$ cat src/rtl/crr_pkg.sv
// Package: shared types for the control-register bus responder.
// Assumes strobe request vectors are ordered {read, write, data, address},
// so a request bit index equals the operation code.
package crr_pkg;

    // Operation codes; the value is also the arbitration rank (0 = highest).
    typedef enum logic [1:0] {
        OP_ADDR  = 2'd0,
        OP_DATA  = 2'd1,
        OP_WRITE = 2'd2,
        OP_READ  = 2'd3
    } crr_op_e;

    localparam int unsigned NUM_OPS = 4;

endpackage

$ cat src/rtl/crr_strobe_arb.sv
// Module: fixed-priority selector over the four strobes.
// What it does: reports whether any strobe is high and which single operation
// wins. Lower request index wins.
// Assumes: purely combinational; the caller decides when the result is used.
module crr_strobe_arb
    import crr_pkg::*;
#(
    parameter int unsigned N_REQ = NUM_OPS
) (
    input  logic [N_REQ-1:0] req,
    output logic             any_req,
    output logic [N_REQ-1:0] grant,
    output crr_op_e          op
);

    // One grant bit per request: granted when no lower index is asking.
    genvar gi;
    generate
        for (gi = 0; gi < int'(N_REQ); gi++) begin : g_grant
            if (gi == 0) begin : g_first
                assign grant[gi] = req[gi];
            end else begin : g_rest
                assign grant[gi] = req[gi] && !(|req[gi-1:0]);
            end
        end
    endgenerate

    assign any_req = |req;

    // Encode the one-hot grant into an operation code.
    always_comb begin
        op = OP_ADDR;
        for (int i = int'(N_REQ) - 1; i >= 0; i--) begin
            if (grant[i]) begin
                op = crr_op_e'(2'(i));
            end
        end
    end

endmodule

$ cat src/rtl/crr_handshake.sv
// Module: four-phase handshake sequencer.
// What it does: accepts a strobe while idle, captures the winning operation
// and the bus value, waits ACK_DELAY edges, issues a one-cycle execute pulse
// together with raising ack, then holds ack until all strobes are low.
// Assumes: strobes are synchronous to clk; ACK_DELAY >= 1.
module crr_handshake
    import crr_pkg::*;
#(
    parameter int unsigned DATA_W    = 16,
    parameter int unsigned ACK_DELAY = 2
) (
    input  logic              clk,
    input  logic              rst_n,
    input  logic              any_stb,
    input  crr_op_e           op_in,
    input  logic [DATA_W-1:0] din,
    output logic              exec,
    output crr_op_e           exec_op,
    output logic [DATA_W-1:0] exec_val,
    output logic              ack
);

    localparam int unsigned CNT_W = (ACK_DELAY < 2) ? 1 : $clog2(ACK_DELAY + 1);

    typedef enum logic [1:0] {
        HS_IDLE = 2'd0,
        HS_WAIT = 2'd1,
        HS_HOLD = 2'd2
    } hs_state_e;

    hs_state_e         state_q;
    logic [CNT_W-1:0]  cnt_q;
    crr_op_e           op_q;
    logic [DATA_W-1:0] val_q;

    // Execute pulse: last wait cycle, when the delay counter has run out.
    assign exec     = (state_q == HS_WAIT) && (cnt_q == '0);
    assign exec_op  = op_q;
    assign exec_val = val_q;

    // Sequencer state, delay counter, captured request and ack level.
    always_ff @(posedge clk) begin
        if (!rst_n) begin
            state_q <= HS_IDLE;
            cnt_q   <= '0;
            op_q    <= OP_ADDR;
            val_q   <= '0;
            ack     <= 1'b0;
        end else begin
            case (state_q)
                HS_IDLE: begin
                    if (any_stb) begin
                        state_q <= HS_WAIT;
                        cnt_q   <= CNT_W'(ACK_DELAY - 1);
                        op_q    <= op_in;
                        val_q   <= din;
                    end
                end
                HS_WAIT: begin
                    if (cnt_q == '0) begin
                        state_q <= HS_HOLD;
                        ack     <= 1'b1;
                    end else begin
                        cnt_q <= cnt_q - 1'b1;
                    end
                end
                HS_HOLD: begin
                    if (!any_stb) begin
                        state_q <= HS_IDLE;
                        ack     <= 1'b0;
                    end
                end
                default: begin
                    state_q <= HS_IDLE;
                    ack     <= 1'b0;
                end
            endcase
        end
    end

    // ack never drops while a strobe is still high.
    assert_ack_hold_R7: assert property (@(posedge clk) disable iff (!rst_n)
        (ack && any_stb) |=> ack);

    // a falling ack always follows an edge that saw every strobe low.
    assert_ack_fall_R7: assert property (@(posedge clk) disable iff (!rst_n)
        $fell(ack) |-> !$past(any_stb));

    // no operation executes while ack is already high.
    assert_no_exec_in_ack_R8: assert property (@(posedge clk) disable iff (!rst_n)
        ack |-> !exec);

endmodule

$ cat src/rtl/crr_regfile.sv
// Module: register space behind the responder.
// What it does: holds the address latch, the pending-data latch, the register
// array decoded over [BASE_ADDR, BASE_ADDR+NUM_REGS) and the read-data output.
// Assumes: exec is a single-cycle pulse with a stable exec_op/exec_val.
module crr_regfile
    import crr_pkg::*;
#(
    parameter int unsigned DATA_W    = 16,
    parameter int unsigned NUM_REGS  = 16,
    parameter int unsigned BASE_ADDR = 32'h0000_1000
) (
    input  logic              clk,
    input  logic              rst_n,
    input  logic              exec,
    input  crr_op_e           exec_op,
    input  logic [DATA_W-1:0] exec_val,
    output logic [DATA_W-1:0] rd_out
);

    localparam int unsigned IDX_W = (NUM_REGS < 2) ? 1 : $clog2(NUM_REGS);

    logic [DATA_W-1:0]                addr_q;
    logic [DATA_W-1:0]                data_q;
    logic [NUM_REGS-1:0][DATA_W-1:0]  regs_q;
    logic [31:0]                      offset;
    logic                             in_win;
    logic [IDX_W-1:0]                 idx;
    logic [NUM_REGS-1:0]              wr_sel;
    logic [DATA_W-1:0]                rd_mux;

    // Window decode: offset from the base, in range when below NUM_REGS.
    always_comb begin
        offset = 32'(addr_q) - BASE_ADDR;
        in_win = (32'(addr_q) >= BASE_ADDR) && (offset < NUM_REGS);
        idx    = offset[IDX_W-1:0];
    end

    // Per-register write enable.
    genvar gr;
    generate
        for (gr = 0; gr < int'(NUM_REGS); gr++) begin : g_wsel
            assign wr_sel[gr] = exec && (exec_op == OP_WRITE) && in_win
                                && (idx == IDX_W'(gr));
        end
    endgenerate

    // Read mux: the addressed register inside the window, zero outside.
    always_comb begin
        rd_mux = '0;
        for (int i = 0; i < int'(NUM_REGS); i++) begin
            if (in_win && (idx == IDX_W'(i))) begin
                rd_mux = regs_q[i];
            end
        end
    end

    // Address and pending-data latches.
    always_ff @(posedge clk) begin
        if (!rst_n) begin
            addr_q <= '0;
            data_q <= '0;
        end else if (exec) begin
            if (exec_op == OP_ADDR) addr_q <= exec_val;
            if (exec_op == OP_DATA) data_q <= exec_val;
        end
    end

    // Register array commit from the pending-data latch.
    always_ff @(posedge clk) begin
        if (!rst_n) begin
            regs_q <= '0;
        end else begin
            for (int i = 0; i < int'(NUM_REGS); i++) begin
                if (wr_sel[i]) regs_q[i] <= data_q;
            end
        end
    end

    // Read-data output register, loaded on a read.
    always_ff @(posedge clk) begin
        if (!rst_n) begin
            rd_out <= '0;
        end else if (exec && (exec_op == OP_READ)) begin
            rd_out <= rd_mux;
        end
    end

    // capturing pending data leaves the register array untouched.
    assert_data_no_commit_R3: assert property (@(posedge clk) disable iff (!rst_n)
        (exec && exec_op == OP_DATA) |=> $stable(regs_q));

    // a write outside the window leaves the register array untouched.
    assert_oow_write_ignored_R9: assert property (@(posedge clk) disable iff (!rst_n)
        (exec && exec_op == OP_WRITE && !in_win) |=> $stable(regs_q));

    // a read outside the window returns zero.
    assert_oow_read_zero_R10: assert property (@(posedge clk) disable iff (!rst_n)
        (exec && exec_op == OP_READ && !in_win) |=> (rd_out == '0));

    // a write in the window lands the pending data in the array.
    assert_write_commit_R4: assert property (@(posedge clk) disable iff (!rst_n)
        (exec && exec_op == OP_WRITE && in_win) |=> (regs_q[$past(idx)] == $past(data_q)));

endmodule

$ cat src/rtl/crr_responder.sv
// Module: top of the control-register bus responder.
// What it does: arbitrates the four strobes, runs the four-phase handshake and
// drives the register space; bus_dout and bus_ack are registered outputs.
// Assumes: all inputs synchronous to clk; ACK_DELAY >= 1; reset is
// synchronous and active low.
module crr_responder
    import crr_pkg::*;
#(
    parameter int unsigned DATA_W    = 16,
    parameter int unsigned NUM_REGS  = 16,
    parameter int unsigned BASE_ADDR = 32'h0000_1000,
    parameter int unsigned ACK_DELAY = 2
) (
    input  logic              clk,
    input  logic              rst_n,
    input  logic [15:0]       bus_din,
    input  logic              strb_addr,
    input  logic              strb_data,
    input  logic              strb_write,
    input  logic              strb_read,
    output logic [15:0]       bus_dout,
    output logic              bus_ack
);

    logic [NUM_OPS-1:0] req;
    logic [NUM_OPS-1:0] grant;
    logic               any_req;
    crr_op_e            arb_op;
    logic               exec;
    crr_op_e            exec_op;
    logic [DATA_W-1:0]  exec_val;
    logic [DATA_W-1:0]  rd_out;
    logic [DATA_W-1:0]  din_w;

    // Request vector in rank order: index equals the operation code.
    assign req   = {strb_read, strb_write, strb_data, strb_addr};
    assign din_w = DATA_W'(bus_din);

    crr_strobe_arb #(
        .N_REQ (NUM_OPS)
    ) u_arb (
        .req     (req),
        .any_req (any_req),
        .grant   (grant),
        .op      (arb_op)
    );

    crr_handshake #(
        .DATA_W    (DATA_W),
        .ACK_DELAY (ACK_DELAY)
    ) u_hs (
        .clk      (clk),
        .rst_n    (rst_n),
        .any_stb  (any_req),
        .op_in    (arb_op),
        .din      (din_w),
        .exec     (exec),
        .exec_op  (exec_op),
        .exec_val (exec_val),
        .ack      (bus_ack)
    );

    crr_regfile #(
        .DATA_W    (DATA_W),
        .NUM_REGS  (NUM_REGS),
        .BASE_ADDR (BASE_ADDR)
    ) u_rf (
        .clk      (clk),
        .rst_n    (rst_n),
        .exec     (exec),
        .exec_op  (exec_op),
        .exec_val (exec_val),
        .rd_out   (rd_out)
    );

    assign bus_dout = 16'(rd_out);

    // an edge with reset low leaves ack and read data at zero.
    assert_reset_clear_R1: assert property (@(posedge clk)
        !rst_n |=> (bus_ack == 1'b0 && bus_dout == '0));

    // read data stays put for the whole time ack is high.
    assert_dout_stable_R5: assert property (@(posedge clk) disable iff (!rst_n)
        (bus_ack && $past(bus_ack)) |-> $stable(bus_dout));

    // at most one strobe wins arbitration.
    assert_single_grant_R11: assert property (@(posedge clk) disable iff (!rst_n)
        $onehot0(grant));

endmodule

$ cat config.mk
export PLATFORM = sky130hd
export DESIGN_NAME = crr_responder
export DESIGN_NICKNAME = d
export VERILOG_FILES = /design/src/rtl/crr_pkg.sv /design/src/rtl/crr_strobe_arb.sv /design/src/rtl/crr_handshake.sv /design/src/rtl/crr_regfile.sv /design/src/rtl/crr_responder.sv
export SDC_FILE = /design/constraint.sdc
export NUM_CORES = 1
export LEC_CHECK = 0
export BUFFER_PORTS_ARGS = -buffer_cell sky130_fd_sc_hd__buf_2
export CAP_MARGIN = 25
export CORE_UTILIZATION = 35
export DETAILED_ROUTE_END_ITERATION = 7
export SYNTH_ARGS = -nofsm -noshare
export SYNTH_HDL_FRONTEND = slang
export SYNTH_SLANG_ARGS = --single-unit
$ cat constraint.sdc
create_clock -name clk -period 3.1 [get_ports clk]
set_input_delay 0.62 -clock clk [delete_from_list [all_inputs] [get_ports clk]]
set_output_delay 0.62 -clock clk [all_outputs]
set_load 0.02 [all_outputs]
# ---- Word-level counts from Yosys, hierarchy flattened
# Cells that the tools add are included.
dict set report word_totals {
  elab_cells 139
  inputBits 22
  regBits 327
}
dict set report op_classes {
  reduce_logical 57
  bitwise_logic 1
  n_eq_ne 24
  n_mux 29
  add_sub_neg 2
  n_lt_le_gt_ge 2
}
# operator n
set op_table {}
lappend op_table {{two-way mux 16 bit} 16}
lappend op_table {{logical AND 1 bit} 40}
lappend op_table {{== test 4 bit (second input constant)} 8}
lappend op_table {{< comparator 32 x 5 -> 1 bit (second input constant)} 1}
lappend op_table {{subtractor 16 x 13 -> 17 bit (second input constant)} 1}
lappend op_table {{== test 4 x 3 -> 1 bit (second input constant)} 4}
lappend op_table {{>= comparator 16 x 13 -> 1 bit (second input constant)} 1}
lappend op_table {{two-way mux 2 bit} 8}
lappend op_table {{AND reduction 3 bit} 3}
lappend op_table {{== test 4 x 2 -> 1 bit (second input constant)} 2}
lappend op_table {{== test 2 bit (second input constant)} 3}
lappend op_table {{zero test 2 bit} 3}
lappend op_table {{!= test 2 bit (second input constant)} 3}
lappend op_table {{one-hot mux 2 bit (3 select lines)} 1}
lappend op_table {{AND reduction 2 bit} 3}
lappend op_table {{== test 2 x 1 -> 1 bit (second input constant)} 2}
lappend op_table {{== test 4 x 1 -> 1 bit (second input constant)} 1}
lappend op_table {{zero test 4 bit} 1}
lappend op_table {{one-hot mux 2 bit (2 select lines)} 1}
lappend op_table {{OR reduction 4 bit} 1}
lappend op_table {{zero test 1 bit} 3}
lappend op_table {{one-hot mux 1 bit (3 select lines)} 1}
lappend op_table {{OR reduction 3 bit} 1}
lappend op_table {{two-way mux 1 bit} 2}
lappend op_table {{5 further kinds} 5}

# ---- Longest topological paths before layout
# Gate-level depths: netlist (run 1).
dict set report logic_depth {
  depth_word 20
  ltp_mapped 11
  mapped_depth_nobuf 8
}

# ---- Modules after synthesis
# From an unflattened synthesis (run 1), not the netlist that was laid out.
dict set report unflattened {
  hier_cells 1837
  hier_area_um2 14848.0
}
# mod instances area_each_um2 cells_each
set modules_own_cells {}
lappend modules_own_cells {crr_regfile 1 13863.3 1717}
lappend modules_own_cells {crr_handshake 1 925.9 110}
lappend modules_own_cells {crr_strobe_arb 1 58.8 10}

# ---- Worst setup path before layout (run 1)
# OpenSTA, ideal clock, no wires.
dict set report synth_timing {
  path_kind {register -> register}
  from {register u_rf.addr_q[8]}
  to {register u_rf.regs_q[165] in the netlist's numbering}
  setup_slack_ns 0.798
  arrival_time_ns 2.180
  setup_ns 0.122
  t_required_ns 2.978
  period_less_slack_ns 2.302
  path_stages_with_launch 10
  n_path_buf 4
  path_cell_list {dfxtp_1 -> or4_1 -> buf_4 -> buf_6 -> nor4_2 -> buf_2 -> nand3_1 -> buf_2 -> nand2_1 -> a21boi_0}
}
dict set report synth_via {
  elab_chain_cells 5
  word_cells_on_any_way 6
  cone_classes {add/sub (1); order compare (2); reduce/logical (3)}
}
# element line
set synth_lines {}
lappend synth_lines {{start, declared} crr_regfile.sv:22} ;# logic [DATA_W-1:0] addr_q;
lappend synth_lines {{start signal, assigned} crr_regfile.sv:63} ;# if (exec_op == OP_ADDR) addr_q <= exec_val;
lappend synth_lines {{subtractor 16 x 13 -> 17 bit} crr_regfile.sv:33} ;# offset = 32'(addr_q) - BASE_ADDR;
lappend synth_lines {{< comparator 32 x 5 -> 1 bit} crr_regfile.sv:34} ;# in_win = (32'(addr_q) >= BASE_ADDR) && (offset < NUM_REGS);
lappend synth_lines {{logical AND 1 bit *} crr_regfile.sv:34}
lappend synth_lines {{logical AND 1 bit *} crr_regfile.sv:42} ;# assign wr_sel[gr] = exec && (exec_op == OP_WRITE) && in_win
lappend synth_lines {{logical AND 1 bit *} crr_regfile.sv:43} ;# && (idx == IDX_W'(gr));
lappend synth_lines {{end signal, assigned by index} crr_regfile.sv:74} ;# if (wr_sel[i]) regs_q[i] <= data_q;
lappend synth_lines {{end, declared} crr_regfile.sv:24} ;# logic [NUM_REGS-1:0][DATA_W-1:0] regs_q;
# Every way passes the cells marked *; elsewhere a longest branch is shown, timed or not.
# A chain may end at the register's enable or synchronous reset.

# ---- Final worst setup path (run 1)
dict set report layout_timing {
  from {register u_rf.addr_q[13]}
  to {register u_rf.rd_out[9]}
}
dict set report layout_via {
  elab_chain_cells 20
  word_cells_on_any_way 36
  cone_classes {add/sub (1); order compare (2); mux (16); reduce/logical (17)}
}
# element line
set layout_lines {}
lappend layout_lines {{subtractor 16 x 13 -> 17 bit} crr_regfile.sv:33}
lappend layout_lines {{< comparator 32 x 5 -> 1 bit} crr_regfile.sv:34}
lappend layout_lines {{logical AND 1 bit *} crr_regfile.sv:34}
lappend layout_lines {{logical AND 1 bit} crr_regfile.sv:51} ;# if (in_win && (idx == IDX_W'(i))) begin
lappend layout_lines {{two-way mux 16 bit (15 in series)} crr_regfile.sv:51}
lappend layout_lines {{two-way mux 16 bit *} crr_regfile.sv:51}
lappend layout_lines {{end signal, assigned} crr_regfile.sv:84} ;# rd_out <= rd_mux;
lappend layout_lines {{end, declared} crr_regfile.sv:17} ;# output logic [DATA_W-1:0] rd_out
# Marked as above.

==> results of run 1 <==
## layer usage
layer / vias to the layer above / track usage [%] / wire length (µm)
met4: 0 / 10.6 / 2390
met1: 6951 / 35.7 / 25000
met5: - / 0 / 0
li1: 6629 / - / -
met2: 645 / 39.7 / 25300
met3: 133 / 5.38 / 5050
## stage by stage
stage / utilization, % / std cells / area (µm²) / hold slack (ns) / total power (µW)
floorplan: - / 1915 / 15300 / 0.427 / 4880
global placement: 38.1 / 2483 / 16400 / 0.436 / 5130
detailed placement: 38.3 / 2486 / 16500 / 0.447 / 5140
CTS: 41.1 / 2550 / 17700 / 0.288 / 9650
global route: 41.4 / 2555 / 17900 / 0.313 / 9890
finish: 41.4 / 2556 / 17900 / 0.307 / 9620
## synthesized netlist by cell type, types with 9 or more instances
master	n	area, µm²
nand2_1	624	2340
dfxtp_1	327	6550
a21boi_0	282	2120
clkbuf_1	124	465
nor2_1	58	218
a21oi_1	45	225
o21ai_0	42	210
nand3_1	33	165
nor2b_1	33	206
buf_2	25	125
nor3_1	24	120
mux2i_1	23	230
nor4_1	19	119
a22oi_1	18	135
nand4_1	16	100
a21boi_1	13	97.6
buf_4	11	82.6
mux2_2	11	124
a31oi_1	10	62.6
a211oi_1	9	67.6
inv_1	9	33.8
## worst register-to-register path: stages (launching register included)
cell	delay, ns
dfxtp_1	0.32
or4b_1	0.58
buf_4	0.29
or4_1	0.75
o21ai_1	0.48
a221o_1	0.24
nor3_1	0.11
nor3_1	0.18
## state kept, by name, summed over array words and instances (netlist names)
name,cells
u_hs.ack,1
u_hs.cnt_q,2
u_hs.exec_op,2
u_hs.exec_val,16
u_hs.state_q,2
u_rf.addr_q,16
u_rf.data_q,16
u_rf.rd_out,16
u_rf.regs_q,256
## power breakdown
group          leakage (µW)  total [µW]  switching, µW  internal [µW]
sequential          0.00264        4340           78.8           4260
clock              0.000612        4550           1810           2740
combinational       0.00256         719            463            256
## logic make-up after synthesis
logic type / after synthesis / share of synthesized area (%)
AND/OR/NAND/NOR: 879 / 25.9
AO/OA/AOI/OAI: 491 / 23.0
flip-flops: 327 / 42.8
buffers and inverters: 176 / 4.89
multiplexers: 41 / 3.35
adder cells (fa/ha/maj): 1 / 0.0818
## area by class of cell
class                   instances  area, µm²  area share (%)
well taps                     585        732            4.10
multi-input cells            1412       8030            45.0
diodes                          1       2.50          0.0140
inverters                      10       37.5           0.210
repair buffers                157       1260            7.07
flip-flops and latches        327       6550            36.7
clock buffers                  56       1120            6.27
clock inverters                 8        123           0.687
## worst min-delay path by stage
stage	endpoint	depth (start not counted)	from	slack, ns
floorplan	u_rf.regs_q[223]	2	u_rf.regs_q[223]	0.43
finish	u_hs.exec_val[4]	3	bus_din[4]	0.31
global route	u_hs.exec_val[5]	3	bus_din[5]	0.31
detailed placement	u_rf.regs_q[133]	2	u_rf.regs_q[133]	0.45
CTS	u_hs.exec_val[4]	3	bus_din[4]	0.29
global placement	u_rf.regs_q[223]	2	u_rf.regs_q[223]	0.44
==> metrics.md, run 1 <==
| Metric | Value |
|---|---|
| Status | `complete, no violations` |
| Pre-CTS setup slack | `0.166 ns` |
| Initial DRC count | `1,481` |
| Yosys warns | `0` |
| Capture point of the worst path | `u_rf.rd_out[9]` |
| Commonest non-fill, non-tap cell in the layout | `nand2_1` |
| GRT Overall Usage | `26.0%` |
| Hold-fix buffers, CTS | `0` |
| Critical path fanouts, max | `28` |
| Max Clk Rate | `between 300 and 400 MHz` |
| Clock transition at path regs | `0.06 ns` |
| Nets | `1,969` |
| WL final | `57,700 µm` |
| Io pins | `39` |
| WL/cell | `about 23 µm` |
| Die area | `44,500 µm²` |
| Max-cap violations | `0` |
| Most frequent cells in the layout | `nand2_1, dfxtp_1, a21boi_0, buf_4, nor2_1` |
| Post-CTS Setup Bufs | `0` |
| Worst Reg-to-Reg Cells | `7` |
| Slew Limit Headroom | `20.4%` |
| Largest net degree at the start of global routing | `around 150` |
| CP peak stage delay | `0.74 ns` |
| R2r setup slk | `0.09 ns` |
| Leakage | `0.00581 µW` |
| IO buf count | `38` |
| Critical path class | `flop to flop` |
| Net Count, Synth | `1,938` |
| Mapped Area | `15,300 µm²` |
| Pre-Repair DR Iteration Count | `5` |
| GPL Wtd Cong | `0.994` |
| DR vias/cell | `5.62` |
| Starting Density | `35.5%` |
| Cell repeated most along the worst path | `nor3_1` |
| Total negative setup slack | `0 ns` |
| CP Launch Type | `flop` |
| P per Cell Area | `539 nW/µm²` |
| Setup violators final | `0` |
| RR Startpoint | `u_rf.addr_q[13]` |
| Pins Over Slew Limit | `0` |
| PnR worst setup slack | `0.0860 ns` |
| Total CTS buffers | `38` |
| Fraction of registers with async set/reset | `0%` |
| Seq/Total Area, Yosys | `a little over two fifths` |
| TritonCTS clock tree | `yes` |
| Number of H-tree levels | `2` |
| Reg-to-reg endpoint | `u_rf.rd_out[9]` |
| Delay-heaviest family, CP | `simple AND/OR/NAND/NOR gates` |
| Worst setup EP type | `flop` |
| Grt ovf | `0` |
| Root Buffer | `clkbuf_16` |
| Total number of vias | `14,358` |
| Vias in the first global route | `13,527` |
| Post-synth EDFFs | `0` |
| Die Width | `211 µm` |
| Clk_lat worst skew | `0.56 ns` |
| Fin crit period | `3.01 ns` |
| Detailed Place HPWL | `~40,000 µm` |
| Sinks on Clock Net | `327` |
| Unique masters post-synth | `73` |
| DRC | `0` |
| Crit-path cells | `or4b_1, buf_4, or4_1, o21ai_1, a221o_1, nor3_1, nor3_1` |
| Cts repair resizes | `0` |
| Clock buffer depth | `3` |
| Yosys reg bits | `327` |
| Core outline area | `43,100 µm²` |
| Mapped Cells | `1,915` |
| RSZ-0062 raised after global routing | `no` |
| First-pass GRT wire length | `86,900 µm` |
| Slew @ Worst Pin | `between 1 and 1.5 ns` |
| WP depth | `7` |
| Min-Delay Path Class | `input port to flop` |
| Critical Path Slowest Stage Cell | `or4_1` |
| Cell Rows | `76` |
| Antenna violations before repair | `1` |
| Syn-to-layout area delta | `16.7%` |
| Synthesized area per cell | `7.99 µm²` |
| Filler Cell Count | `4,275` |
| Critical path arrival | `3.50 ns` |
| Post-route ant nets | `0` |
| WP buf/inv | `1` |
| Final hold viol count | `0` |
| Setup Skew | `0.0136 ns` |
| Max VDD drop | `0.379 mV` |
| Die Y | `around 210 µm` |
| Crit path from | `u_rf.addr_q[13]` |
| Final worst path period share | `97.2%` |
| Critical path required time | `around 3.6 ns` |
| Top FF cell, synth | `dfxtp_1` |
| Layout cells sized above 1 | `13.8%` |
Note: power is estimated with default switching activity, not from simulation.
==> inputs of run 2 (changes only) <==
Settings changed: CTS_BUF_LIST set to sky130_fd_sc_hd__clkbuf_8 sky130_fd_sc_hd__clkbuf_16.
==> run 2 against run 1 <==
Net effect:
- sequential power is essentially flat
- non-clock buffer count unchanged
- flip-flop and latch count stayed put
- register-to-register slack about the same
- design area is essentially flat
- die area did not move
- largest cell class unchanged
- largest power group unchanged
==> metrics.md, run 2 (synthesis results as in run 1) <==
| Metric | Value |
|---|---|
| Leakage | `0.00585 µW (+0.64%)` |
| CP peak stage delay | `0.74 ns (about the same)` |
| WP buf/inv | `1 (unchanged)` |
| RSZ-0062 raised after global routing | `no` |
| Critical path fanouts, max | `28 (unchanged)` |
| IO buf count | `38 (unchanged)` |
| Io pins | `39 (unchanged)` |
| Cell repeated most along the worst path | `nor3_1` |
| Critical path arrival | `3.50 ns (about the same)` |
| Sinks on Clock Net | `327 (unchanged)` |
| Antenna violations before repair | `1 (unchanged)` |
| Total CTS buffers | `38 (unchanged)` |
| Crit-path cells | `or4b_1, buf_4, or4_1, o21ai_1, a221o_1, nor3_1, nor3_1` |
| Detailed Place HPWL | `39,200 µm (unchanged)` |
| Pre-Repair DR Iteration Count | `6 (+1)` |
| Min-Delay Path Class | `input port to flop` |
| TritonCTS clock tree | `yes` |
| Post-route ant nets | `0 (unchanged)` |
| Root Buffer | `clkbuf_16` |
| Filler Cell Count | `4,274 (-0.023%)` |
| Max-cap violations | `0 (unchanged)` |
| Die Width | `211 µm (unchanged)` |
| Clock buffer depth | `3 (unchanged)` |
| Status | `complete, no violations` |
| DR vias/cell | `5.62 (about the same)` |
| Max reg flops | `256 (unchanged)` |
| WL/cell | `22.5 µm (-0.11%)` |
| Nets | `1,969 (unchanged)` |
| Setup Skew | `0.0132 ns (-0.000316 ns)` |
| GPL Wtd Cong | `0.994 (unchanged)` |
| Slew @ Worst Pin | `1.18 ns (-0.0138 ns)` |
| Die area | `44,500 µm² (unchanged)` |
| Final worst path period share | `97.3% (+0.10 points)` |
| Slew Limit Headroom | `21.3% (+0.92 points)` |
| Critical Path Slowest Stage Cell | `or4_1` |
| Commonest non-fill, non-tap cell in the layout | `nand2_1` |
| Cts repair resizes | `0 (unchanged)` |
| P per Cell Area | `537 nW/µm² (-0.25%)` |
| Die Y | `211 µm (unchanged)` |
| Largest Register | `u_rf.regs_q` |
| WL final | `57,700 µm (about the same)` |
| Critical path class | `flop to flop` |
| Number of H-tree levels | `2 (unchanged)` |
| Critical path required time | `3.59 ns (about the same)` |
| Most frequent cells in the layout | `nand2_1, dfxtp_1, a21boi_0, buf_4, nor2_1` |
| Grt ovf | `0 (unchanged)` |
| Hold-fix buffers, CTS | `0 (unchanged)` |
| Largest net degree at the start of global routing | `149 (unchanged)` |
| Total negative setup slack | `0 ns (unchanged)` |
| DRC | `0 (unchanged)` |
| First-pass GRT wire length | `86,900 µm (unchanged)` |
| Cell Rows | `76 (unchanged)` |
| CP Launch Type | `flop` |
| Delay-heaviest family, CP | `simple AND/OR/NAND/NOR gates` |
| PnR worst setup slack | `0.0828 ns (-0.00317 ns)` |
| Core outline area | `43,100 µm² (unchanged)` |
| Pins Over Slew Limit | `0 (unchanged)` |
| Fin crit period | `3.02 ns (+0.00317 ns)` |
| GRT Overall Usage | `26.0% (unchanged)` |
| Final hold viol count | `0 (unchanged)` |
| Max Clk Rate | `331 MHz (-0.10%)` |
| Starting Density | `35.5% (unchanged)` |
| Post-CTS Setup Bufs | `0 (unchanged)` |
| Layout cells sized above 1 | `13.8% (unchanged)` |
| Clock transition at path regs | `0.06 ns (about the same)` |
| Clk_lat worst skew | `0.56 ns (about the same)` |
| Total number of vias | `14,358 (unchanged)` |
| Initial DRC count | `1,494 (+0.88%)` |
| Max VDD drop | `0.379 mV (about the same)` |
| Pre-CTS setup slack | `0.166 ns (unchanged)` |
| Worst setup EP type | `flop` |
| Vias in the first global route | `13,527 (unchanged)` |
| Syn-to-layout area delta | `16.8% (about the same)` |
| Setup violators final | `0 (unchanged)` |
[run 2: power breakdown]
part	leakage (µW)	total [µW]	internal, µW	switching (µW)
logic	0.00256	717	256	461
registers	0.00264	4340	4260	79.0
clock network	0.000649	4530	2710	1820
total	0.00585	9590	7230	2360
[run 2: stage by stage]
| stage | cells | cell area [µm²] | util (%) | power, µW | hold slack [ns] |
|---|---|---|---|---|---|
| global route | 2555 | 17900 | 41.4 | 9860 | 0.313 |
| finish | 2557 | 17900 | 41.5 | 9590 | 0.307 |
| global placement | 2483 | 16400 | 38.1 | 5130 | 0.436 |
| detailed placement | 2486 | 16500 | 38.3 | 5140 | 0.447 |
| CTS | 2550 | 17700 | 41.1 | 9630 | 0.288 |
| floorplan | 1915 | 15300 | - | 4880 | 0.427 |
[run 2: per-layer routing]
layer	wire length, µm	global-route usage, %	up-vias
met3	5210	5.38	138
met4	2410	10.6	0
met5	0	0	-
met1	24800	35.7	6918
met2	25200	39.7	674
li1	-	-	6628
[run 2: final timing paths]
check	from	endpoint	slack, ns	cells after the start
max reg2reg	u_rf.addr_q[13]	u_rf.rd_out[9]	0.08	7
max	u_rf.addr_q[13]	u_rf.rd_out[9]	0.08	7
min reg2reg	u_rf.regs_q[47]	u_rf.regs_q[47]	0.45	2
min	bus_din[4]	u_hs.exec_val[4]	0.31	3
[run 2: layout make-up]
cell class / instances / area, µm² / area share, %
Inverter: 10 / 37.5 / 0.210
Sequential cell: 327 / 6550 / 36.7
Multi-Input combinational cell: 1412 / 8030 / 44.9
Clock inverter: 17 / 156 / 0.876
Antenna cell: 2 / 5.00 / 0.0280
Tap cell: 585 / 732 / 4.10
Timing Repair Buffer: 157 / 1260 / 7.07
Clock buffer: 47 / 1090 / 6.08
[run 2: worst register-to-register path, delay by kind of cell, from the launching register on]
family / cells / cell delay (ns)
AOI/OAI and AO/OA: 2 / 0.72
buffers and inverters: 1 / 0.29
DFF: 1 / 0.32
and+or+nand+nor: 4 / 1.62
